[src/rtl/sbus_fm_pkg.sv]
package sbus_fm_pkg;

    typedef enum logic [2:0] {
        PH_IDLE,
        PH_START,
        PH_BCAST,
        PH_MADDR,
        PH_SADDR,
        PH_CTRL,
        PH_LEN,
        PH_DATA
    } phase_e;

    typedef enum logic [1:0] {
        SL_BIT,
        SL_PAR,
        SL_ACK
    } slot_e;

    typedef struct packed {
        logic nak;
        logic lost;
        logic ok;
    } status_t;

    function automatic int unsigned imax(input int unsigned a, input int unsigned b);
        return (a > b) ? a : b;
    endfunction

    function automatic int unsigned cnt_bits(input int unsigned n);
        return (n > 1) ? $clog2(n) : 1;
    endfunction

endpackage

[src/rtl/sbus_bit_tick.sv]
module sbus_bit_tick #(
    parameter int unsigned DIV = 245
) (
    input  logic clk,
    input  logic rst,
    input  logic run,
    output logic tick
);
    localparam int unsigned CW = sbus_fm_pkg::cnt_bits(DIV);

    logic [CW-1:0] cnt_q;

    assign tick = run && (cnt_q == CW'(DIV - 1));

    always_ff @(posedge clk) begin
        if (rst || !run || tick) begin
            cnt_q <= '0;
        end else begin
            cnt_q <= cnt_q + 1'b1;
        end
    end
endmodule

[src/rtl/sbus_field_shift.sv]
module sbus_field_shift #(
    parameter int unsigned SW  = 12,
    parameter int unsigned SLW = 4
) (
    input  logic           clk,
    input  logic           rst,
    input  logic           load,
    input  logic [SW-1:0]  load_val,
    input  logic [SLW-1:0] load_w,
    input  logic           shift,
    output logic           msb,
    output logic           last,
    output logic           par
);
    logic [SW-1:0]  sh_q;
    logic [SLW-1:0] left_q;
    logic           par_q;

    assign msb  = sh_q[SW-1];
    assign last = (left_q == SLW'(1));
    assign par  = par_q;

    always_ff @(posedge clk) begin
        if (rst) begin
            sh_q   <= '0;
            left_q <= '0;
            par_q  <= 1'b0;
        end else if (load) begin
            sh_q   <= load_val << (SLW'(SW) - load_w);
            left_q <= load_w;
            par_q  <= ^load_val;
        end else if (shift) begin
            sh_q   <= sh_q << 1;
            left_q <= left_q - 1'b1;
        end
    end
endmodule

[src/rtl/sbus_frame_ctrl.sv]
module sbus_frame_ctrl
    import sbus_fm_pkg::*;
#(
    parameter int unsigned ADDR_W      = 12,
    parameter int unsigned CTRL_W      = 4,
    parameter int unsigned LEN_W       = 8,
    parameter int unsigned DATA_W      = 8,
    parameter int unsigned START_SLOTS = 2,
    parameter int unsigned SW          = 12,
    parameter int unsigned SLW         = 4
) (
    input  logic              clk,
    input  logic              rst,
    input  logic              tick,
    input  logic              go_wr,
    input  logic              go_en,
    input  logic              go_mreq,
    input  logic              bcast,
    input  logic [ADDR_W-1:0] unit_addr,
    input  logic [ADDR_W-1:0] slave_addr,
    input  logic [CTRL_W-1:0] ctrl_word,
    input  logic [LEN_W-1:0]  tel_len,
    input  logic [DATA_W-1:0] dr_q,
    input  logic              bus_rx,
    input  logic              sh_msb,
    input  logic              sh_last,
    input  logic              sh_par,
    output logic              sh_load,
    output logic [SW-1:0]     sh_val,
    output logic [SLW-1:0]    sh_w,
    output logic              sh_shift,
    output logic              bus_tx,
    output phase_e            phase,
    output logic              irq_start,
    output logic              irq_end,
    output logic              dreq,
    output status_t           status
);
    localparam int unsigned SCW = cnt_bits(START_SLOTS);

    phase_e            ph_q, ph_d;
    slot_e             sl_q, sl_d;
    logic [SCW-1:0]    sc_q, sc_d;
    logic [LEN_W:0]    idx_q, idx_d;
    status_t           st_q, st_d;
    logic              irs_q, irs_d, ire_q, ire_d, drq_q, drq_d;
    logic              cap;
    logic              bc_q;
    logic [ADDR_W-1:0] ua_q, sa_q;
    logic [CTRL_W-1:0] ct_q;
    logic [LEN_W-1:0]  len_q;
    logic              mism;

    assign phase     = ph_q;
    assign irq_start = irs_q;
    assign irq_end   = ire_q;
    assign dreq      = drq_q;
    assign status    = st_q;

    always_comb begin
        if (ph_q == PH_IDLE) begin
            bus_tx = 1'b1;
        end else if (ph_q == PH_START) begin
            bus_tx = 1'b0;
        end else begin
            unique case (sl_q)
                SL_BIT:  bus_tx = sh_msb;
                SL_PAR:  bus_tx = sh_par;
                default: bus_tx = 1'b1;
            endcase
        end
    end

    assign mism = (bus_rx != bus_tx);

    always_comb begin
        ph_d     = ph_q;
        sl_d     = sl_q;
        sc_d     = sc_q;
        idx_d    = idx_q;
        st_d     = st_q;
        irs_d    = 1'b0;
        ire_d    = 1'b0;
        drq_d    = 1'b0;
        cap      = 1'b0;
        sh_load  = 1'b0;
        sh_val   = '0;
        sh_w     = '0;
        sh_shift = 1'b0;
        if (ph_q == PH_IDLE) begin
            if (go_wr && go_en && go_mreq) begin
                ph_d = PH_START;
                sc_d = '0;
                st_d = '0;
                cap  = 1'b1;
            end
        end else if (tick) begin
            unique case (ph_q)
                PH_START: begin
                    if (sc_q == SCW'(START_SLOTS - 1)) begin
                        ph_d    = PH_BCAST;
                        sl_d    = SL_BIT;
                        sh_load = 1'b1;
                        sh_val  = SW'(bc_q);
                        sh_w    = SLW'(1);
                    end else begin
                        sc_d = sc_q + 1'b1;
                    end
                end
                PH_BCAST, PH_MADDR: begin
                    if (mism) begin
                        ph_d      = PH_IDLE;
                        st_d.lost = 1'b1;
                        irs_d     = 1'b1;
                    end else if (sl_q == SL_BIT && !sh_last) begin
                        sh_shift = 1'b1;
                    end else if (sl_q == SL_BIT && ph_q == PH_BCAST) begin
                        ph_d    = PH_MADDR;
                        sh_load = 1'b1;
                        sh_val  = SW'(ua_q);
                        sh_w    = SLW'(ADDR_W);
                    end else if (sl_q == SL_BIT) begin
                        sl_d = SL_PAR;
                    end else begin
                        irs_d   = 1'b1;
                        ph_d    = PH_SADDR;
                        sl_d    = SL_BIT;
                        sh_load = 1'b1;
                        sh_val  = SW'(sa_q);
                        sh_w    = SLW'(ADDR_W);
                    end
                end
                default: begin
                    unique case (sl_q)
                        SL_BIT: begin
                            if (!sh_last) sh_shift = 1'b1;
                            else          sl_d     = SL_PAR;
                        end
                        SL_PAR: sl_d = SL_ACK;
                        default: begin
                            sl_d = SL_BIT;
                            if (bus_rx) begin
                                ph_d     = PH_IDLE;
                                st_d.nak = 1'b1;
                                ire_d    = 1'b1;
                            end else if (ph_q == PH_SADDR) begin
                                ph_d    = PH_CTRL;
                                sh_load = 1'b1;
                                sh_val  = SW'(ct_q);
                                sh_w    = SLW'(CTRL_W);
                            end else if (ph_q == PH_CTRL) begin
                                ph_d    = PH_LEN;
                                sh_load = 1'b1;
                                sh_val  = SW'(len_q);
                                sh_w    = SLW'(LEN_W);
                            end else if ((ph_q == PH_LEN && len_q == '0) ||
                                         (ph_q == PH_DATA && idx_q == {1'b0, len_q})) begin
                                ph_d    = PH_IDLE;
                                st_d.ok = 1'b1;
                                ire_d   = 1'b1;
                            end else begin
                                ph_d    = PH_DATA;
                                idx_d   = (ph_q == PH_LEN) ? (LEN_W+1)'(1) : idx_q + 1'b1;
                                drq_d   = (idx_d < {1'b0, len_q});
                                sh_load = 1'b1;
                                sh_val  = SW'(dr_q);
                                sh_w    = SLW'(DATA_W);
                            end
                        end
                    endcase
                end
            endcase
        end
    end

    always_ff @(posedge clk) begin
        if (rst) begin
            ph_q  <= PH_IDLE;
            sl_q  <= SL_BIT;
            sc_q  <= '0;
            idx_q <= '0;
            st_q  <= '0;
            irs_q <= 1'b0;
            ire_q <= 1'b0;
            drq_q <= 1'b0;
            bc_q  <= 1'b0;
            ua_q  <= '0;
            sa_q  <= '0;
            ct_q  <= '0;
            len_q <= '0;
        end else begin
            ph_q  <= ph_d;
            sl_q  <= sl_d;
            sc_q  <= sc_d;
            idx_q <= idx_d;
            st_q  <= st_d;
            irs_q <= irs_d;
            ire_q <= ire_d;
            drq_q <= drq_d;
            if (cap) begin
                bc_q  <= bcast;
                ua_q  <= unit_addr;
                sa_q  <= slave_addr;
                ct_q  <= ctrl_word;
                len_q <= tel_len;
            end
        end
    end
endmodule

[src/rtl/sbus_frame_master.sv]
module sbus_frame_master
    import sbus_fm_pkg::*;
#(
    parameter int unsigned CLK_DIV     = 245,
    parameter int unsigned START_SLOTS = 2,
    parameter int unsigned ADDR_W      = 12,
    parameter int unsigned CTRL_W      = 4,
    parameter int unsigned LEN_W       = 8,
    parameter int unsigned DATA_W      = 8
) (
    input  logic              clk,
    input  logic              rst,
    input  logic              go_wr,
    input  logic              go_en,
    input  logic              go_mreq,
    input  logic              bcast,
    input  logic [ADDR_W-1:0] unit_addr,
    input  logic [ADDR_W-1:0] slave_addr,
    input  logic [CTRL_W-1:0] ctrl_word,
    input  logic [LEN_W-1:0]  tel_len,
    input  logic              dr_wr,
    input  logic [DATA_W-1:0] dr_wdata,
    input  logic              bus_rx,
    output logic              bus_tx,
    output logic              busy,
    output logic              irq_start,
    output logic              irq_end,
    output logic              dreq,
    output logic              err_nak,
    output logic              arb_lost,
    output logic              frame_ok
);
    localparam int unsigned SW  = imax(imax(ADDR_W, CTRL_W), imax(LEN_W, DATA_W));
    localparam int unsigned SLW = $clog2(SW + 1);

    logic [DATA_W-1:0] dr_q;
    logic              tick_w;
    phase_e            ph_w;
    status_t           st_w;
    logic              sh_load, sh_shift, sh_msb, sh_last, sh_par;
    logic [SW-1:0]     sh_val;
    logic [SLW-1:0]    sh_w;
    logic              in_start_w;

    always_ff @(posedge clk) begin
        if (rst)        dr_q <= '0;
        else if (dr_wr) dr_q <= dr_wdata;
    end

    assign busy       = (ph_w != PH_IDLE);
    assign in_start_w = (ph_w == PH_START);
    assign err_nak    = st_w.nak;
    assign arb_lost   = st_w.lost;
    assign frame_ok   = st_w.ok;

    sbus_bit_tick #(.DIV(CLK_DIV)) u_tick (
        .clk  (clk),
        .rst  (rst),
        .run  (busy),
        .tick (tick_w)
    );

    sbus_field_shift #(.SW(SW), .SLW(SLW)) u_shift (
        .clk      (clk),
        .rst      (rst),
        .load     (sh_load),
        .load_val (sh_val),
        .load_w   (sh_w),
        .shift    (sh_shift),
        .msb      (sh_msb),
        .last     (sh_last),
        .par      (sh_par)
    );

    sbus_frame_ctrl #(
        .ADDR_W      (ADDR_W),
        .CTRL_W      (CTRL_W),
        .LEN_W       (LEN_W),
        .DATA_W      (DATA_W),
        .START_SLOTS (START_SLOTS),
        .SW          (SW),
        .SLW         (SLW)
    ) u_ctrl (
        .clk        (clk),
        .rst        (rst),
        .tick       (tick_w),
        .go_wr      (go_wr),
        .go_en      (go_en),
        .go_mreq    (go_mreq),
        .bcast      (bcast),
        .unit_addr  (unit_addr),
        .slave_addr (slave_addr),
        .ctrl_word  (ctrl_word),
        .tel_len    (tel_len),
        .dr_q       (dr_q),
        .bus_rx     (bus_rx),
        .sh_msb     (sh_msb),
        .sh_last    (sh_last),
        .sh_par     (sh_par),
        .sh_load    (sh_load),
        .sh_val     (sh_val),
        .sh_w       (sh_w),
        .sh_shift   (sh_shift),
        .bus_tx     (bus_tx),
        .phase      (ph_w),
        .irq_start  (irq_start),
        .irq_end    (irq_end),
        .dreq       (dreq),
        .status     (st_w)
    );
endmodule

[config.mk]
export PLATFORM = sky130hd
export DESIGN_NAME = sbus_frame_master
export DESIGN_NICKNAME = d
export VERILOG_FILES = /design/src/rtl/sbus_fm_pkg.sv /design/src/rtl/sbus_bit_tick.sv /design/src/rtl/sbus_field_shift.sv /design/src/rtl/sbus_frame_ctrl.sv /design/src/rtl/sbus_frame_master.sv
export SDC_FILE = /design/constraint.sdc
export NUM_CORES = 1
export LEC_CHECK = 0
export BUFFER_PORTS_ARGS = -buffer_cell sky130_fd_sc_hd__buf_2
export CORE_UTILIZATION = 55
export CTS_CLUSTER_SIZE = 24
export DETAILED_ROUTE_END_ITERATION = 16
export GPL_TIMING_DRIVEN = 1
export HOLD_SLACK_MARGIN = 0.15
export PLACE_DENSITY = 0.82
export SLEW_MARGIN = 20
export SYNTH_ARGS = -nofsm -noshare
export SYNTH_HDL_FRONTEND = slang
export SYNTH_SLANG_ARGS = --single-unit
[constraint.sdc]
create_clock -name clk -period 4.42 [get_ports clk]
set_input_delay 0.663 -clock clk [delete_from_list [all_inputs] [get_ports clk]]
set_output_delay 0.663 -clock clk [all_outputs]
set_load 0.02 [all_outputs]
-- After elaboration in Yosys (flattened, before gate mapping)
Index checks and enable logic that the tools add are counted.
- bits in registers: 91
- input bits: 52
- multiplexer cells: 104
- bitwise operators: 9
- add/subtract/negate cells: 5
- shift operators: 1
- reductions and logical operators: 37
- equality and inequality tests: 27
- order comparisons: 1
- operators by type and width (kind ; number):
    2-to-1 mux 12 bit ; 12
    2-to-1 mux 4 bit ; 13
    2-to-1 mux 1 bit ; 48
    2-to-1 mux 3 bit ; 16
    case mux 12 bit (2 select lines) ; 1
    AND reduction 8 bit ; 2
    nonzero test 2 bit ; 7
    equality test 3 bit, second input constant ; 4
    inequality test 2 x 1 -> 1 bit, second input constant ; 6
    OR reduction 12 bit ; 1
    parity 12 bit ; 1
    left shift 12 x 4 -> 12 bit ; 1
    2-to-1 mux 2 bit ; 5
    adder 9 x 1 -> 9 bit, second input constant ; 1
    equality test 9 x 8 -> 1 bit ; 1
    < comparator 9 x 8 -> 1 bit ; 1
    2-to-1 mux 9 bit ; 1
    NOT 1 bit ; 9
    adder 8 x 1 -> 8 bit, second input constant ; 1
    equality test 8 bit, second input constant ; 1
    zero test 8 bit ; 1
    2-to-1 mux 8 bit ; 1
    inequality test 2 bit, second input constant ; 4
    case mux 2 bit (2 select lines) ; 2
    31 further kinds ; 44

-- Longest topological paths before layout
- depth in word-level cells: 14
- gate-level depth with buffers: 15
- depth with buffers taken out: 14

-- By module
Synthesis repeated with hierarchy kept, for this count alone.
- cell total of the unflattened synthesis: 707
- area total of the unflattened synthesis: 5616.6 um2
- by module, submodules not included (module ; cells each ; times used ; area each (um2)):
    sbus_frame_ctrl ; 462 ; 1 ; 3444.6
    sbus_field_shift ; 172 ; 1 ; 1451.4
    sbus_bit_tick ; 46 ; 1 ; 429.2
    sbus_frame_master ; 27 ; 1 ; 291.5

-- Worst setup path before layout
Ideal clock, no wire load.
- kind: reg2reg
- start point: register u_tick.cnt_q[0]
- end point: register u_shift.sh_q[10]
- data required time: 4300 ps
- arrival time: 2925 ps
- clock period less this slack: 3045 ps
- setup time: 120 ps
- cell stages (with the launch flop): 14
- buffers on the path: 2
- slack: 1375 ps
- path through: dfxtp_1 > inv_1 > ha_1 > and4b_1 > nand3_1 > nor2_1 > clkbuf_1 > and3_1 > ha_1 > nor4_1 > or4_1 > clkbuf_1 > and3_1 > o31a_1
- word-level cells in the longest chain between the ends: 7
- elaborated cells on any way between the ends: 14
- classes of those cells: 1 x add/sub; 1 x eq/ne; 1 x shift; 9 x mux; 2 x reduce/logical
- RTL lines (element ; RTL line ; RTL):
    start, declared ; sbus_bit_tick.sv:11 ; logic [CW-1:0] cnt_q;
    start signal, assigned ; sbus_bit_tick.sv:19 ; cnt_q <= cnt_q + 1'b1;
    equality test 8 bit (*) ; sbus_bit_tick.sv:13 ; assign tick = run && (cnt_q == CW'(DIV - 1));
    logical AND 1 bit (*) ; sbus_bit_tick.sv:13 ;
    2-to-1 mux 4 bit ; sbus_frame_ctrl.sv:97 ; end else if (tick) begin
    2-to-1 mux 4 bit ; sbus_frame_ctrl.sv:90 ; if (ph_q == PH_IDLE) begin
    subtractor 4 bit ; sbus_field_shift.sv:29 ; sh_q <= load_val << (SLW'(SW) - load_w);
    left shift 12 x 4 -> 12 bit ; sbus_field_shift.sv:29 ;
    2-to-1 mux 12 bit ; sbus_field_shift.sv:28 ; end else if (load) begin
    end signal, assigned ; sbus_field_shift.sv:29 ;
    end signal, assigned ; sbus_field_shift.sv:33 ; sh_q <= sh_q << 1;
    end, declared ; sbus_field_shift.sv:15 ; logic [SW-1:0] sh_q;
Every way passes the cells marked *; elsewhere a longest branch is shown, timed or not.
A chain may end at the register's enable or synchronous reset.

-- Final worst setup path
- start point: register u_ctrl.ph_q[2], in the netlist u_ctrl.phase[2]
- end point: register u_shift.par_q, in the netlist u_shift.par
- word-level cells in the longest chain between the ends: 12
- elaborated cells on any way between the ends: 41
- classes of those cells: 8 x eq/ne; 24 x mux; 9 x reduce/logical
- RTL lines (element ; RTL line ; RTL):
    start, declared ; sbus_frame_ctrl.sv:41 ; phase_e ph_q, ph_d;
    start signal, assigned ; sbus_frame_ctrl.sv:192 ; ph_q <= ph_d;
    equality test 3 bit, on equally long branches ; sbus_frame_ctrl.sv:156, sbus_frame_ctrl.sv:157 ;
    logical AND 1 bit, on equally long branches ; sbus_frame_ctrl.sv:156, sbus_frame_ctrl.sv:157 ;
    logical OR 1 bit ; sbus_frame_ctrl.sv:156 ; end else if ((ph_q == PH_LEN && len_q == '0) ||
    2-to-1 mux 8 bit ; sbus_frame_ctrl.sv:156 ;
    2-to-1 mux 12 bit ; sbus_frame_ctrl.sv:151 ; end else if (ph_q == PH_CTRL) begin
    2-to-1 mux 12 bit ; sbus_frame_ctrl.sv:146 ; end else if (ph_q == PH_SADDR) begin
    2-to-1 mux 12 bit ; sbus_frame_ctrl.sv:142 ; if (bus_rx) begin
    2-to-1 mux 12 bit ; sbus_frame_ctrl.sv:134 ; unique case (sl_q)
    case mux 12 bit (2 select lines) ; sbus_frame_ctrl.sv:98 ; unique case (ph_q)
    2-to-1 mux 12 bit ; sbus_frame_ctrl.sv:97 ;
    2-to-1 mux 12 bit ; sbus_frame_ctrl.sv:90 ;
    parity 12 bit ; sbus_field_shift.sv:31 ; par_q <= ^load_val;
    end signal, assigned ; sbus_field_shift.sv:31 ;
    end, declared ; sbus_field_shift.sv:17 ; logic par_q;
Parallel ways exist; a longest one is shown, timed or not.

==> reports/results.tsv <==
metric	value	unit
run status	finished with violations	
violated checks	design-rule violations	
Reg clk slew, reported paths	0.09	ns
final critical-path required period	3.814	ns
final-report setup violation count	0	
cell type group with the largest total delay on the critical path	simple AND/OR/NAND/NOR gates	
post-synth top area cell	dfxtp_1	
Net Switching	0.4167	mW
wire length of the first global-routing pass	22170	um
worst setup path category	reg -> reg	
post-route setup TNS	0	ns
final RePlAce weighted congestion	0.9341	
sort of element at the start of the critical path	flip-flop	
Data required, critical path	4.71	ns
category of the worst setup path capture point	flip-flop	
Peak VDD IR	157.8	uV
critical path peak fanout	24	
fraction of power spent switching nets	27.49	%
number of gates resized after CTS	0	
final core utilization	63.21	%
number of unique standard cell types used by synthesis	64	
pin count of the biggest net entering global routing	45	
Seq/Total Area, Yosys	35.96	%
#FFs+latches synth	91	
Comb pwr share	7.4	%
detail-routed via count per cell	6.083	
half-perimeter wire length after detailed placement	9768	um
path class of the lowest-slack min-delay path	reg -> reg	
share of post-route cells with drive strength above 1	13.60	%
Vert. Die Dim	97.98	um
number of max-cap violations	0	
Final Skew	0.01314	ns
finished layout cell area	0.005567	mm2
Synth async-reset ratio	0	%
post-detailed-route DRC marker count	3	
area delta synth->final	9.879	%
CTS tree	built	
Starting Density	57.53	%
Pwr Density	272.3	mW/mm2
internal cell power	1.099	mW
Largest stage delay, worst path	0.86	ns
number of buffers added for setup after CTS	0	
ports placed on the boundary	60	
leading post-synthesis cells by cell area	dfxtp_1 (36%), nand2_1 (7.9%), a21oi_1 (6.4%)	
post-synth design cell area	0.005066	mm2
most frequently used flop master after synthesis	dfxtp_1	
Worst Path Arrival	4.10	ns
H-tree level count	3	
Mapped Avg Cell Area	7.806	um2
number of failing hold endpoints at the final stage	0	
count of warnings emitted by yosys	0	
Buffers & Inverters on Critical Path	0	
Critical-path top delay cell	dfxtp_1	
share of the synthesized area in the top cell type	35.96	%
number of port buffers	59	
max-slew violations	0	
total via count after detailed routing	4860	
relative slew slack	43.14	%
GRT Residual Overflow	0	
clk sink count	91	
number of antenna violations at the first check in global routing	0	
root buffer cell	clkbuf_8	
Chip Width	97.98	um
TritonRoute pass-1 iters	12	
cell area after placement	0.005384	mm2
pin slew with the least headroom to its limit	0.8315	ns
detail-routed net length per standard cell	16.76	um
post-synth net total	714	
Ant. Diodes	0	
critical-path cell list	and3b_1 > nand3_1 > o21a_1 > and3_1 > a221o_1 > xor2_1 > xnor2_1 > xnor3_1 > a211oi_2	
CTS buffer count	9	
Skew-Pair Late Insertion Delay	0.38	ns
maximum buffer depth of the clock tree	2	
DRC violation total after the first TritonRoute iteration	460	
sequential fraction of design power	56.4	%
gr usage total	28.81	%
final net count	751	
via count of the first global-routing pass	4556	
number of placement rows	34	
Post-synth EDFFs	0	
RSZ-0062 raised after global routing	false	
core footprint	0.008806	mm2
post-route fraction of the period consumed by the critical path	86.28	%
cts hold-fix bufs	0	
Leak	2.122	nW
Syn Inst Count	649	
clock network fraction of total power	36.2	%
die area	0.009599	mm2
Routed Antenna Nets	0	
Fillers	775	
highest clock rate	0.2622	GHz
final routed wirelength across all metal layers	13400	um
per-layer routing:
metal  up-vias  track usage [%]  routed length (um)
li1       2363                -                   -
met1      2246            39.51                5928
met2       214            45.23                6144
met3        37            5.011                 987
met4         0            11.07                 335
met5         -                0                   0
worst register-to-register path, stage by stage (launching register included):
cell and delay, ns:
dfxtp_1 0.86, and3b_1 0.55, nand3_1 0.30, o21a_1 0.23, and3_1 0.34, a221o_1 0.47, xor2_1 0.19, xnor2_1 0.22
xnor3_1 0.35, a211oi_2 0.23
through the flow:
step	hold WS [ns]	worst slack, ns	power [mW]	instances
6_report	0.4607	0.6065	1.516	799
5_1_grt	0.4847	0.3581	1.573	799
4_1_cts	0.4614	0.6955	1.522	799
3_5_place_dp	0.4489	0.7417	0.9845	783
3_3_place_gp	0.4419	0.8924	0.9805	783
2_1_floorplan	0.4357	1.375	0.9389	649
kinds of logic after synthesis:
logic type	synth area share, %
AOI/OAI and AO/OA	19.93
xor gates and xnor gates	5.458
adders and majority gates	3.211
buffers and inverters	5.014
DFF	35.96
muxes	4.742
and+or+nand+nor	25.69
cells in the mapped netlist, drive strengths merged (3+ instances only):
| cell type | number |
|---|---|
| a211oi | 5 |
| inv | 21 |
| buf | 11 |
| xor2 | 17 |
| a21oi | 65 |
| o21ai | 16 |
| o21a | 7 |
| clkbuf | 30 |
| a22oi | 12 |
| nand4b | 3 |
| nor4 | 7 |
| a21o | 5 |
| nor2b | 4 |
| nor3 | 21 |
| a221o | 3 |
| nor2 | 64 |
| nor3b | 4 |
| and3 | 13 |
| nand3 | 23 |
| ha | 13 |
| and2 | 4 |
| a41oi | 3 |
| nand4 | 3 |
| a211o | 3 |
| a2111oi | 3 |
| a31oi | 8 |
| xnor2 | 12 |
| nand2b | 8 |
| o211ai | 3 |
| dfxtp | 91 |
| mux2i | 24 |
| nand2 | 107 |
| or2 | 4 |
| or3 | 3 |
| a221oi | 4 |
layout make-up:
class / instances / area [um2] / area share (%)
inverters: 21 / 78.83 / 1.416
clock inverters: 6 / 55.05 / 0.9890
repair buffers: 67 / 355.3 / 6.383
well taps: 108 / 135.1 / 2.428
multi-input cells: 496 / 2993 / 53.76
flip-flops and latches: 91 / 1822 / 32.73
clock buffers: 10 / 127.6 / 2.293
power groups by stage:
stage	clock network, mW	registers, mW	logic [mW]
after CTS	0.556	0.854	0.112
after floorplan	0	0.864	0.0748
final	0.549	0.854	0.112
after global placement	0	0.873	0.108
after global routing	0.591	0.857	0.125
after detailed placement	0	0.873	0.111
cells in the final DEF, fill, tap and decap left out, types with 10 or more instances in the layout:
cell type	count
a21oi_1	65
a22oi_1	12
and3_1	13
buf_2	59
dfxtp_1	91
ha_1	13
inv_1	19
mux2i_1	24
nand2_1	107
nand3_1	23
nor2_1	63
nor3_1	18
o21ai_0	10
xnor2_1	12
xor2_1	17
path summary, 6_finish.rpt:
kind	end	cells past startpoint	start	slack (ns)
min	u_ctrl.sa_q[6]	2	u_ctrl.sa_q[6]	0.46
min reg2reg	u_ctrl.sa_q[6]	2	u_ctrl.sa_q[6]	0.46
max reg2reg	u_shift.par	9	u_ctrl.phase[2]	0.61
max	u_shift.par	9	u_ctrl.phase[2]	0.61
flip-flops by register name, indices dropped and copies added (netlist names), 2 cells and up:
| signal | flops |
|---|---|
| u_ctrl.ct_q | 4 |
| u_ctrl.sl_q | 2 |
| u_ctrl.sa_q | 12 |
| u_shift.sh_q | 12 |
| u_ctrl.phase | 3 |
| u_shift.left_q | 4 |
| u_ctrl.status | 3 |
| u_ctrl.len_q | 8 |
| u_ctrl.ua_q | 12 |
| u_tick.cnt_q | 8 |
| u_ctrl.idx_q | 9 |
| dr_q | 8 |
(Power assumes the default switching activity.)
